### config.mk
export PLATFORM = sky130hd
export DESIGN_NAME = beam_position_counter
export DESIGN_NICKNAME = d
export VERILOG_FILES = /design/src/rtl/beam_pkg.sv /design/src/rtl/beam_regs.sv /design/src/rtl/beam_wrap_counter.sv /design/src/rtl/beam_vertical.sv /design/src/rtl/beam_line_flag.sv /design/src/rtl/beam_position_counter.sv
export SDC_FILE = /design/constraint.sdc
export NUM_CORES = 1
export LEC_CHECK = 0
export CAP_MARGIN = 40
export CORE_MARGIN = 2
export CORE_UTILIZATION = 35
export DETAILED_ROUTE_END_ITERATION = 10
export PLACE_DENSITY = 0.56
export SLEW_MARGIN = 10
export SYNTH_ARGS = -nofsm -noshare
export SYNTH_HDL_FRONTEND = slang
export SYNTH_SLANG_ARGS = --single-unit
export TNS_END_PERCENT = 5
### constraint.sdc
create_clock -name clk -period 5.8 [get_ports clk]
set_clock_uncertainty 0.2 [all_clocks]
set_input_delay 1.16 -clock clk [delete_from_list [all_inputs] [get_ports clk]]
set_output_delay 1.16 -clock clk [all_outputs]
set_load 0.005 [all_outputs]
### src/rtl/beam_pkg.sv
// Shared types for the beam position counter.
// Assumes a 2-bit register address and a 5-bit control word.
package beam_pkg;

    // Control word; packed MSB first, so pal lands on bit 0 of the write data.
    typedef struct packed {
        logic interlace;   // bit 4
        logic dual;        // bit 3
        logic prog;        // bit 2
        logic no_alt;      // bit 1
        logic pal;         // bit 0
    } beam_ctrl_t;

    localparam int CTRL_W = 5;

    typedef enum logic [1:0] {
        ADDR_CTRL    = 2'd0,
        ADDR_H_LAST  = 2'd1,
        ADDR_V_LAST  = 2'd2,
        ADDR_H2_LAST = 2'd3
    } beam_addr_e;

endpackage

### src/rtl/beam_regs.sv
// Register file for the beam position counter: control word and three totals.
// Assumes DW >= CTRL_W, HW and VW; upper write bits beyond a field are dropped.
module beam_regs
    import beam_pkg::*;
#(
    parameter int HW = 9,
    parameter int VW = 9,
    parameter int DW = 9,
    parameter int RST_H_LAST  = 226,
    parameter int RST_V_LAST  = 261,
    parameter int RST_H2_LAST = 226
) (
    input  logic          clk,
    input  logic          rst_n,
    input  logic          wr_en,
    input  logic [1:0]    wr_addr,
    input  logic [DW-1:0] wr_data,
    output beam_ctrl_t    ctrl,
    output logic [HW-1:0] h_last_reg,
    output logic [VW-1:0] v_last_reg,
    output logic [HW-1:0] h2_last_reg
);

    // Store a write into the addressed register, or restore defaults on reset.
    always_ff @(posedge clk) begin
        if (!rst_n) begin
            ctrl        <= '0;
            h_last_reg  <= HW'(RST_H_LAST);
            v_last_reg  <= VW'(RST_V_LAST);
            h2_last_reg <= HW'(RST_H2_LAST);
        end else if (wr_en) begin
            unique case (beam_addr_e'(wr_addr))
                ADDR_CTRL:    ctrl        <= beam_ctrl_t'(wr_data[CTRL_W-1:0]);
                ADDR_H_LAST:  h_last_reg  <= wr_data[HW-1:0];
                ADDR_V_LAST:  v_last_reg  <= wr_data[VW-1:0];
                ADDR_H2_LAST: h2_last_reg <= wr_data[HW-1:0];
            endcase
        end
    end

endmodule

### src/rtl/beam_wrap_counter.sv
// Up-counter that returns to zero on a wrap request.
// Assumes the caller decides when to wrap; otherwise it rolls over at 2**W.
module beam_wrap_counter #(
    parameter int W = 9
) (
    input  logic         clk,
    input  logic         rst_n,
    input  logic         wrap,
    output logic [W-1:0] cnt
);

    // Advance by one each clock or restart at zero.
    always_ff @(posedge clk) begin
        if (!rst_n || wrap) cnt <= '0;
        else                cnt <= cnt + 1'b1;
    end

endmodule

### src/rtl/beam_vertical.sv
// Vertical position and long-frame flag, stepped once per line end.
// Assumes frame_last already includes the extra line of a long frame.
module beam_vertical #(
    parameter int VW = 9
) (
    input  logic          clk,
    input  logic          rst_n,
    input  logic          line_end,
    input  logic [VW-1:0] frame_last,
    input  logic          interlace,
    output logic [VW-1:0] vpos,
    output logic          long_frame
);

    logic frame_end;

    // A frame ends at the line end of its last line.
    always_comb frame_end = line_end && (vpos == frame_last);

    // Step the line count at each line end and restart it at a frame end.
    always_ff @(posedge clk) begin
        if (!rst_n)         vpos <= '0;
        else if (frame_end) vpos <= '0;
        else if (line_end)  vpos <= vpos + 1'b1;
    end

    // Toggle or clear the long-frame flag at a frame end.
    always_ff @(posedge clk) begin
        if (!rst_n)         long_frame <= 1'b0;
        else if (frame_end) long_frame <= interlace ? ~long_frame : 1'b0;
    end

endmodule

### src/rtl/beam_line_flag.sv
// Long-line flag: flips at each line end while alternation is active.
// Assumes alt_on is derived from registered control bits.
module beam_line_flag (
    input  logic clk,
    input  logic rst_n,
    input  logic alt_on,
    input  logic line_end,
    output logic long_line
);

    // Clear when alternation is off, else invert on each line end.
    always_ff @(posedge clk) begin
        if (!rst_n || !alt_on) long_line <= 1'b0;
        else if (line_end)     long_line <= ~long_line;
    end

endmodule

### src/rtl/beam_position_counter.sv
// Beam position counter: horizontal/vertical positions, long-line and long-frame
// flags, fixed 50/60 Hz totals or programmed totals, and a secondary horizontal
// counter that may drive the end-of-line comparator.
// Assumes totals are written while the beam is below them, and a total plus one
// must fit in its counter width.
module beam_position_counter
    import beam_pkg::*;
#(
    parameter int HW = 9,
    parameter int VW = 9,
    parameter int DW = 9,
    parameter int FIX_LINE_CLKS  = 227,
    parameter int FIX_PAL_LINES  = 312,
    parameter int FIX_NTSC_LINES = 262,
    parameter int RST_H2_LAST    = 226
) (
    input  logic          clk,
    input  logic          rst_n,
    input  logic          wr_en,
    input  logic [1:0]    wr_addr,
    input  logic [DW-1:0] wr_data,
    output logic [HW-1:0] hpos,
    output logic [VW-1:0] vpos,
    output logic [HW-1:0] hpos_alt,
    output logic          long_line,
    output logic          long_frame
);

    localparam logic [HW-1:0] FIX_H_LAST    = HW'(FIX_LINE_CLKS - 1);
    localparam logic [VW-1:0] FIX_PAL_LAST  = VW'(FIX_PAL_LINES - 1);
    localparam logic [VW-1:0] FIX_NTSC_LAST = VW'(FIX_NTSC_LINES - 1);

    beam_ctrl_t    ctrl;
    logic [HW-1:0] h_last_reg, h2_last_reg;
    logic [VW-1:0] v_last_reg;
    logic          alt_on;
    logic [HW-1:0] line_last, h_cmp;
    logic [VW-1:0] frame_last;
    logic          line_end, alt_wrap;

    beam_regs #(
        .HW(HW), .VW(VW), .DW(DW),
        .RST_H_LAST(FIX_LINE_CLKS - 1),
        .RST_V_LAST(FIX_NTSC_LINES - 1),
        .RST_H2_LAST(RST_H2_LAST)
    ) i_regs (
        .clk(clk), .rst_n(rst_n), .wr_en(wr_en), .wr_addr(wr_addr),
        .wr_data(wr_data), .ctrl(ctrl), .h_last_reg(h_last_reg),
        .v_last_reg(v_last_reg), .h2_last_reg(h2_last_reg)
    );

    // Alternation runs only with both the pal and no_alt bits clear.
    always_comb alt_on = !ctrl.pal && !ctrl.no_alt;

    // Select the line total, the compared position and the frame total.
    always_comb begin
        line_last  = (ctrl.prog ? h_last_reg : FIX_H_LAST) + HW'(long_line);
        h_cmp      = ctrl.dual ? hpos_alt : hpos;
        line_end   = (h_cmp == line_last);
        frame_last = (ctrl.prog ? v_last_reg
                                : (ctrl.pal ? FIX_PAL_LAST : FIX_NTSC_LAST))
                     + VW'(long_frame);
        alt_wrap   = (hpos_alt == h2_last_reg);
    end

    beam_wrap_counter #(.W(HW)) i_hcount (
        .clk(clk), .rst_n(rst_n), .wrap(line_end), .cnt(hpos)
    );

    beam_wrap_counter #(.W(HW)) i_hcount_alt (
        .clk(clk), .rst_n(rst_n), .wrap(alt_wrap), .cnt(hpos_alt)
    );

    beam_line_flag i_line_flag (
        .clk(clk), .rst_n(rst_n), .alt_on(alt_on),
        .line_end(line_end), .long_line(long_line)
    );

    beam_vertical #(.VW(VW)) i_vertical (
        .clk(clk), .rst_n(rst_n), .line_end(line_end),
        .frame_last(frame_last), .interlace(ctrl.interlace),
        .vpos(vpos), .long_frame(long_frame)
    );

endmodule

==> results.md, run 1 <==
- CTS Buf Count: 9
- Share of cells above drive strength 1: around 6.1%
- Crit end category: flop
- Synth Net Count: 417
- Share of the synthesized area in the top cell type: 35.8%
- Remaining antenna violation count: 0
- Sw Share: 24.2%
- Arr. time, crit path: 3.53 ns
- Post-DP Area: 3960 µm²
- Synth top area cells: dfxtp_1 (36%), mux2i_1 (7.6%), nand2_1 (7.1%)
- ANT cells: 0
- EDFF count, synth: 0
- Critical Path Source Type: flop
- Core area: 9640 µm²
- Layout Utilization: 43.0%
- Average size of a mapped cell: 8.63 µm²
- Synthesized cell area: 3420 µm²
- DRC errors left: 0
- Initial antenna violation count: 0
- Yosys cell types: 51
- CTS sink count: 61
- Clock Path Buffers: 2
- Min-Delay Path Depth: 1
- FF-to-FF setup slack: 2.28 ns
- Seq/Total Area, Yosys: 35.8%
- Largest net degree at the start of global routing: 28
- P_sw: 0.216 mW
- Total die area: 10600 µm²
- First-pass GRT wire length: around 14 mm
- Final number of setup-violating endpoints: 0
- Combinational Power Share: 8.5%
- Leading area contributor after synthesis: dfxtp_1
- Max cap viols: 0
- Post-DP HPWL: 6.27 mm
- Required time worst endpoint: 5.81 ns
- RSZ-0062 raised after global routing: false
- Int Pwr: 0.678 mW
- Worst hold slack: ~0.25 ns
- Setup Slack @ Placement: 2.30 ns
- Setup TNS: 0 ns
- Leak: around 1.5 nW
- Fin worst setup slack: 2.28 ns
- Layout area overhead: 21.5%
- Peak VDD IR: 124 µV
- Worst-Margin Slew: between 0.7 and 0.8 ns
- Tot Pwr: 0.895 mW
- Primary FF master, synth: dfxtp_1
- Synthesized instance count: ~400
- Final period util: 60.8%
- Max-Slew Margin vs Limit: 51.3%
- Crit Path Class: reg -> reg
- Skew-Pair Late Insertion Delay: between 0.3 and 0.4 ns
- Total GRT Usage: 16.8%
- R2R depth: 11
- Yosys warns: 0
- Root buf cell: clkbuf_8
- Met1 Wirelength: 4.23 mm
- CTS tree: yes
- Clock slew at reported path FFs: 0.07 ns
- Postcts setup bufs: 0
- 1st-iter DRT viols: 156
- Min Tclk post-route: 3.52 ns
- RR Endpoint: i_hcount.cnt[5]$_SDFF_PP0_
- PD cells: 216 nW/µm²
- IO Pins: 43
- Vias per Instance: 5.04
- Final instance area: 4150 µm²
- H-tree levels: 3
- Hold WC Path Type: reg -> reg
- # port buffers: 42
- Final Wtd Congestion: between 0.9 and 1
- Hold Buf Count CTS: 0
- Worst Setup SP: i_regs.ctrl[2]$_SDFFE_PN0P_
- Clk pwr share: 41.4%
- Fmax: 284 MHz
- FFs w/ async S/R, synth: 0%
- Hold EP: i_line_flag.long_line$_SDFFE_PP0P_
- Status: completed
- Post-CTS sizing: 0
- Die Y-Extent: 103 µm
- Fin cells: about 570
- Critical-path maximum fanout: 22
- Sequential Power Share: 50.2%
- Fin nets: 456
- Critical R2R Launch: i_regs.ctrl[2]$_SDFFE_PN0P_
- Via Count: 2887
- Hold Violations, Final: 0
- Initial core utilization: 35.4%
- Hold_sp: i_regs.ctrl[1]$_SDFFE_PN0P_
- Wire length on met3: 397 µm
- Highest Signal Layer: met4
- Row cnt: 36
- Met2 wire length: 3.61 mm
- DP Cell Count: 557
- Vias in the first global route: about 2700
- Drt wl/cell: 14.7 µm
- 1st-pass router iterations: 4
- Max-slew violation count: 0
- Routed WL: 8.42 mm
- Die X: 103 µm
- Register bit count reported by yosys: 61
- Remaining global-route overflow: 0
cell families (layout without fill, tap and decap cells):
kind of cell	count (synthesis)	count (layout)	share of synthesized area (%)
AND/OR/NAND/NOR	185	185	27.9
buffers and inverters	22	66	3.19
multiplexers	27	27	8.02
adder cells (fa/ha/maj)	7	7	2.56
AO/OA/AOI/OAI	49	49	10.6
XOR/XNOR	45	45	11.9
flip-flops	61	61	35.8
synthesized netlist by cell type (all sizes together) (10+ instances only):
master	count
nand2	65
dfxtp	61
mux2i	27
nand3	27
xnor2	25
nor2	22
xor2	19
a21boi	17
nor2b	13
clkbuf	12
nand2b	11
nand4	10
layer usage:
layer	GRT usage (%)	up-vias
li1	-	1462
met1	24.4	1345
met2	24.9	67
met3	2.71	13
met4	6.58	0
met5	0	-
power by group through the flow:
stage                     clock network, mW  logic (mW)  registers, mW
after global routing                  0.401      0.0839          0.451
final                                 0.370      0.0756          0.449
after floorplan                           0      0.0487          0.451
after detailed placement                  0      0.0759          0.459
after CTS                             0.384      0.0765          0.449
after global placement                    0      0.0720          0.459
how the worst max path moves through the flow:
| stage | cells after the start | to | slack (ns) |
|---|---|---|---|
| finish | 11 | i_hcount.cnt[5]$_SDFF_PP0_ | 2.28 |
| global route | 11 | i_hcount.cnt[5]$_SDFF_PP0_ | 2.03 |
| CTS | 10 | i_hcount.cnt[5]$_SDFF_PP0_ | 2.29 |
| detailed placement | 11 | i_hcount.cnt[5]$_SDFF_PP0_ | 2.30 |
| global placement | 10 | i_hcount.cnt[4]$_SDFF_PP0_ | 2.05 |
| floorplan | 14 | i_vertical.vpos[8]$_SDFFE_PP0P_ | 2.66 |
final cells by class:
type | count | area (µm²)
fill | 986 | 5490
multi-input combinational | 313 | 2090
sequential | 61 | 1220
timing repair buffer | 47 | 473
tap | 133 | 166
clock buffer | 11 | 141
clock inverter | 5 | 50.0
inverter | 3 | 11.3
placed cells by master (no fill, tap or decap), types with 11 or more instances in the layout:
master / count
a21boi_0: 11
xor2_1: 19
nand2_1: 65
dfxtp_1: 61
xnor2_1: 25
nor2_1: 22
nand3_1: 27
mux2i_1: 26
clkdlybuf4s50_1: 42
nor2b_1: 13
critical path, cell delays in order, from the launching register on:
cell	delay [ns]
dfxtp_1	0.53
buf_8	0.22
and2_1	0.14
ha_1	0.19
ha_1	0.20
nand3_1	0.10
or3_1	0.31
a21boi_1	0.21
xnor2_1	0.15
a211oi_4	0.65
nand2b_1	0.41
nor2_1	0.09
(Power assumes the default switching activity.)
==> inputs of run 2 (changes only) <==
- clock period: 5.8 -> 3.4 ns (I/O delays scaled with it)
==> results.md, run 2 (synthesized netlist as in run 1, its figures left out) <==
- CTS tree: yes
- Row cnt: 36 (unchanged)
- Initial antenna violation count: 0 (unchanged)
- Max-slew violation count: 0 (unchanged)
- Worst-Margin Slew: 0.623 ns (-0.104 ns)
- Setup TNS: 0 ns (unchanged)
- Largest net degree at the start of global routing: 19 (-32%)
- Fin nets: 461 (+1.1%)
- Buf/Inv on CP: 1 (unchanged)
- Hold Buf Count CTS: 0 (unchanged)
- Via Count: 2881 (-0.21%)
- Peak VDD IR: 157 µV (+26%)
- Final period util: 86.3% (+26 points)
- Post-DP HPWL: 6.42 mm (+2.4%)
- Share of cells above drive strength 1: 7.42% (+1.3 points)
- CP cell instances: buf_4 -> nand2b_1 -> ha_1 -> ha_1 -> xor2_1 -> xnor2_1 -> or4_1 -> a2111o_1 -> a21boi_1 -> o32ai_1
- Max-Slew Margin vs Limit: 58.3% (+7.0 points)
- Vias in the first global route: 2724 (+1.5%)
- Root buf cell: clkbuf_8
- Die X: 103 µm (unchanged)
- Hold Violations, Final: 0 (unchanged)
- Critical-path maximum fanout: 18 (-18%)
- Slowest stage delay, CP: 0.47 ns (-0.18 ns)
- CTS Buf Count: 9 (unchanged)
- Routed WL: 8.46 mm (+0.44%)
- Crit Path Class: reg -> reg
- 1st-pass router iterations: 4 (unchanged)
- Remaining global-route overflow: 0 (unchanged)
- Combinational Power Share: 8.9% (+0.4 points)
- H-tree levels: 3 (unchanged)
- Core area: 9640 µm² (unchanged)
- Total GRT Usage: 17.5% (+0.64 points)
- Min Tclk post-route: 2.94 ns (-0.588 ns)
- Status: completed
- CP max-delay cell: a2111o_1
- P_sw: 0.385 mW (+78%)
- DRC errors left: 0 (unchanged)
- IO Pins: 43 (unchanged)
- Crit end category: flop
- Delay-heaviest family, CP: compound AO/OA/AOI/OAI gates
- ANT cells: 0 (unchanged)
- Most frequent CP cell: ha_1
- Max cap viols: 0 (unchanged)
- Most frequent cells in the layout: nand2_1 (65), dfxtp_1 (61), clkdlybuf4s50_1 (42), nand3_1 (27), mux2i_1 (26)
- Drt wl/cell: 14.6 µm (-0.43%)
- Arr. time, crit path: 2.96 ns (-0.57 ns)
- Initial core utilization: 35.4% (unchanged)
- Die Y-Extent: 103 µm (unchanged)
- Tot Pwr: 1.52 mW (+70%)
- Most common cell after layout, fill and taps aside: nand2_1
- Final Wtd Congestion: 0.843 (-7.9%)
- Required time worst endpoint: 3.43 ns (-2.38 ns)
- Sw Share: 25.3% (+1.1 points)
- Leak: 1.49 nW (+1.2%)
- Sequential Power Share: 49.9% (-0.3 points)
- Clock slew at reported path FFs: 0.07 ns (about the same)
- Clock Path Buffers: 2 (unchanged)
- Vias per Instance: 4.98 (-1.1%)
- Postcts setup bufs: 0 (unchanged)
- Final number of setup-violating endpoints: 0 (unchanged)
- Remaining antenna violation count: 0 (unchanged)
- First-pass GRT wire length: 14.0 mm (+3.2%)
- 1st-iter DRT viols: 82 (-47%)
- Hold WC Path Type: reg -> reg
- # port buffers: 42 (unchanged)
- Clk pwr share: 41.2% (-0.2 points)
- PD cells: 365 nW/µm² (+69%)
- Post-CTS sizing: 0 (unchanged)
- Int Pwr: 1.14 mW (+68%)
- CTS sink count: 61 (unchanged)
- Layout area overhead: 22.1%
- Skew-Pair Late Insertion Delay: 0.34 ns (about the same)
- RSZ-0062 raised after global routing: false
- Critical Path Source Type: flop
- Fmax: 341 MHz (+20%)
- Total die area: 10600 µm² (unchanged)
[run 2: worst paths after layout]
kind / start / to / slack (ns) / cells after the start
worst min register to register: i_regs.ctrl[1]$_SDFFE_PN0P_ / i_line_flag.long_line$_SDFFE_PP0P_ / 0.24 / 1
worst max-delay path: i_regs.ctrl[2]$_SDFFE_PN0P_ / i_vertical.vpos[8]$_SDFFE_PP0P_ / 0.46 / 10
worst min-delay path: i_regs.ctrl[1]$_SDFFE_PN0P_ / i_line_flag.long_line$_SDFFE_PP0P_ / 0.24 / 1
worst max register to register: i_regs.ctrl[2]$_SDFFE_PN0P_ / i_vertical.vpos[8]$_SDFFE_PP0P_ / 0.46 / 10
[run 2: layout make-up]
| class | count | area, µm² |
|---|---|---|
| multi-input cells | 313 | 2090 |
| inverters | 3 | 11.3 |
| flip-flops and latches | 61 | 1220 |
| clock buffers | 9 | 124 |
| fillers | 1021 | 5470 |
| well taps | 133 | 166 |
| repair buffers | 52 | 495 |
| clock inverters | 7 | 66.3 |
[run 2: worst reg2reg max path: cells and delay by family (launching register included)]
kind / cells / cell delay [ns]
AOI/OAI and AO/OA: 3 / 0.73
and+or+nand+nor: 2 / 0.55
adders and majority gates: 2 / 0.47
DFF: 1 / 0.35
xor gates and xnor gates: 2 / 0.32
buffers and inverters: 1 / 0.22
[run 2: power by group through the flow]
stage	logic, mW	registers, mW	clock network (mW)
after floorplan	0.0831	0.769	0
after global placement	0.134	0.777	0
after detailed placement	0.136	0.777	0
after CTS	0.136	0.760	0.645
after global routing	0.151	0.764	0.683
final	0.136	0.760	0.627
[run 2: through the flow]
step                      hold slack [ns]  util (%)  instance area, µm²  instances  worst slack, ns
after global routing                0.238      43.3                4170        578            0.234
after global placement              0.223      41.3                3980        562            0.561
final                               0.239      43.3                4170        578            0.464
after detailed placement            0.228      41.3                3980        562            0.492
after floorplan                     0.214         -                3420        396            0.258
after CTS                           0.235      43.3                4170        578            0.461
[run 2: per-layer routing]
metal	share of wire (%)	up-vias	GRT usage, %
met5	0	-	0
met4	1.0	0	4.66
met3	3.9	8	3.93
met2	43	52	25.9
met1	52	1351	25.5
li1	-	1470	-
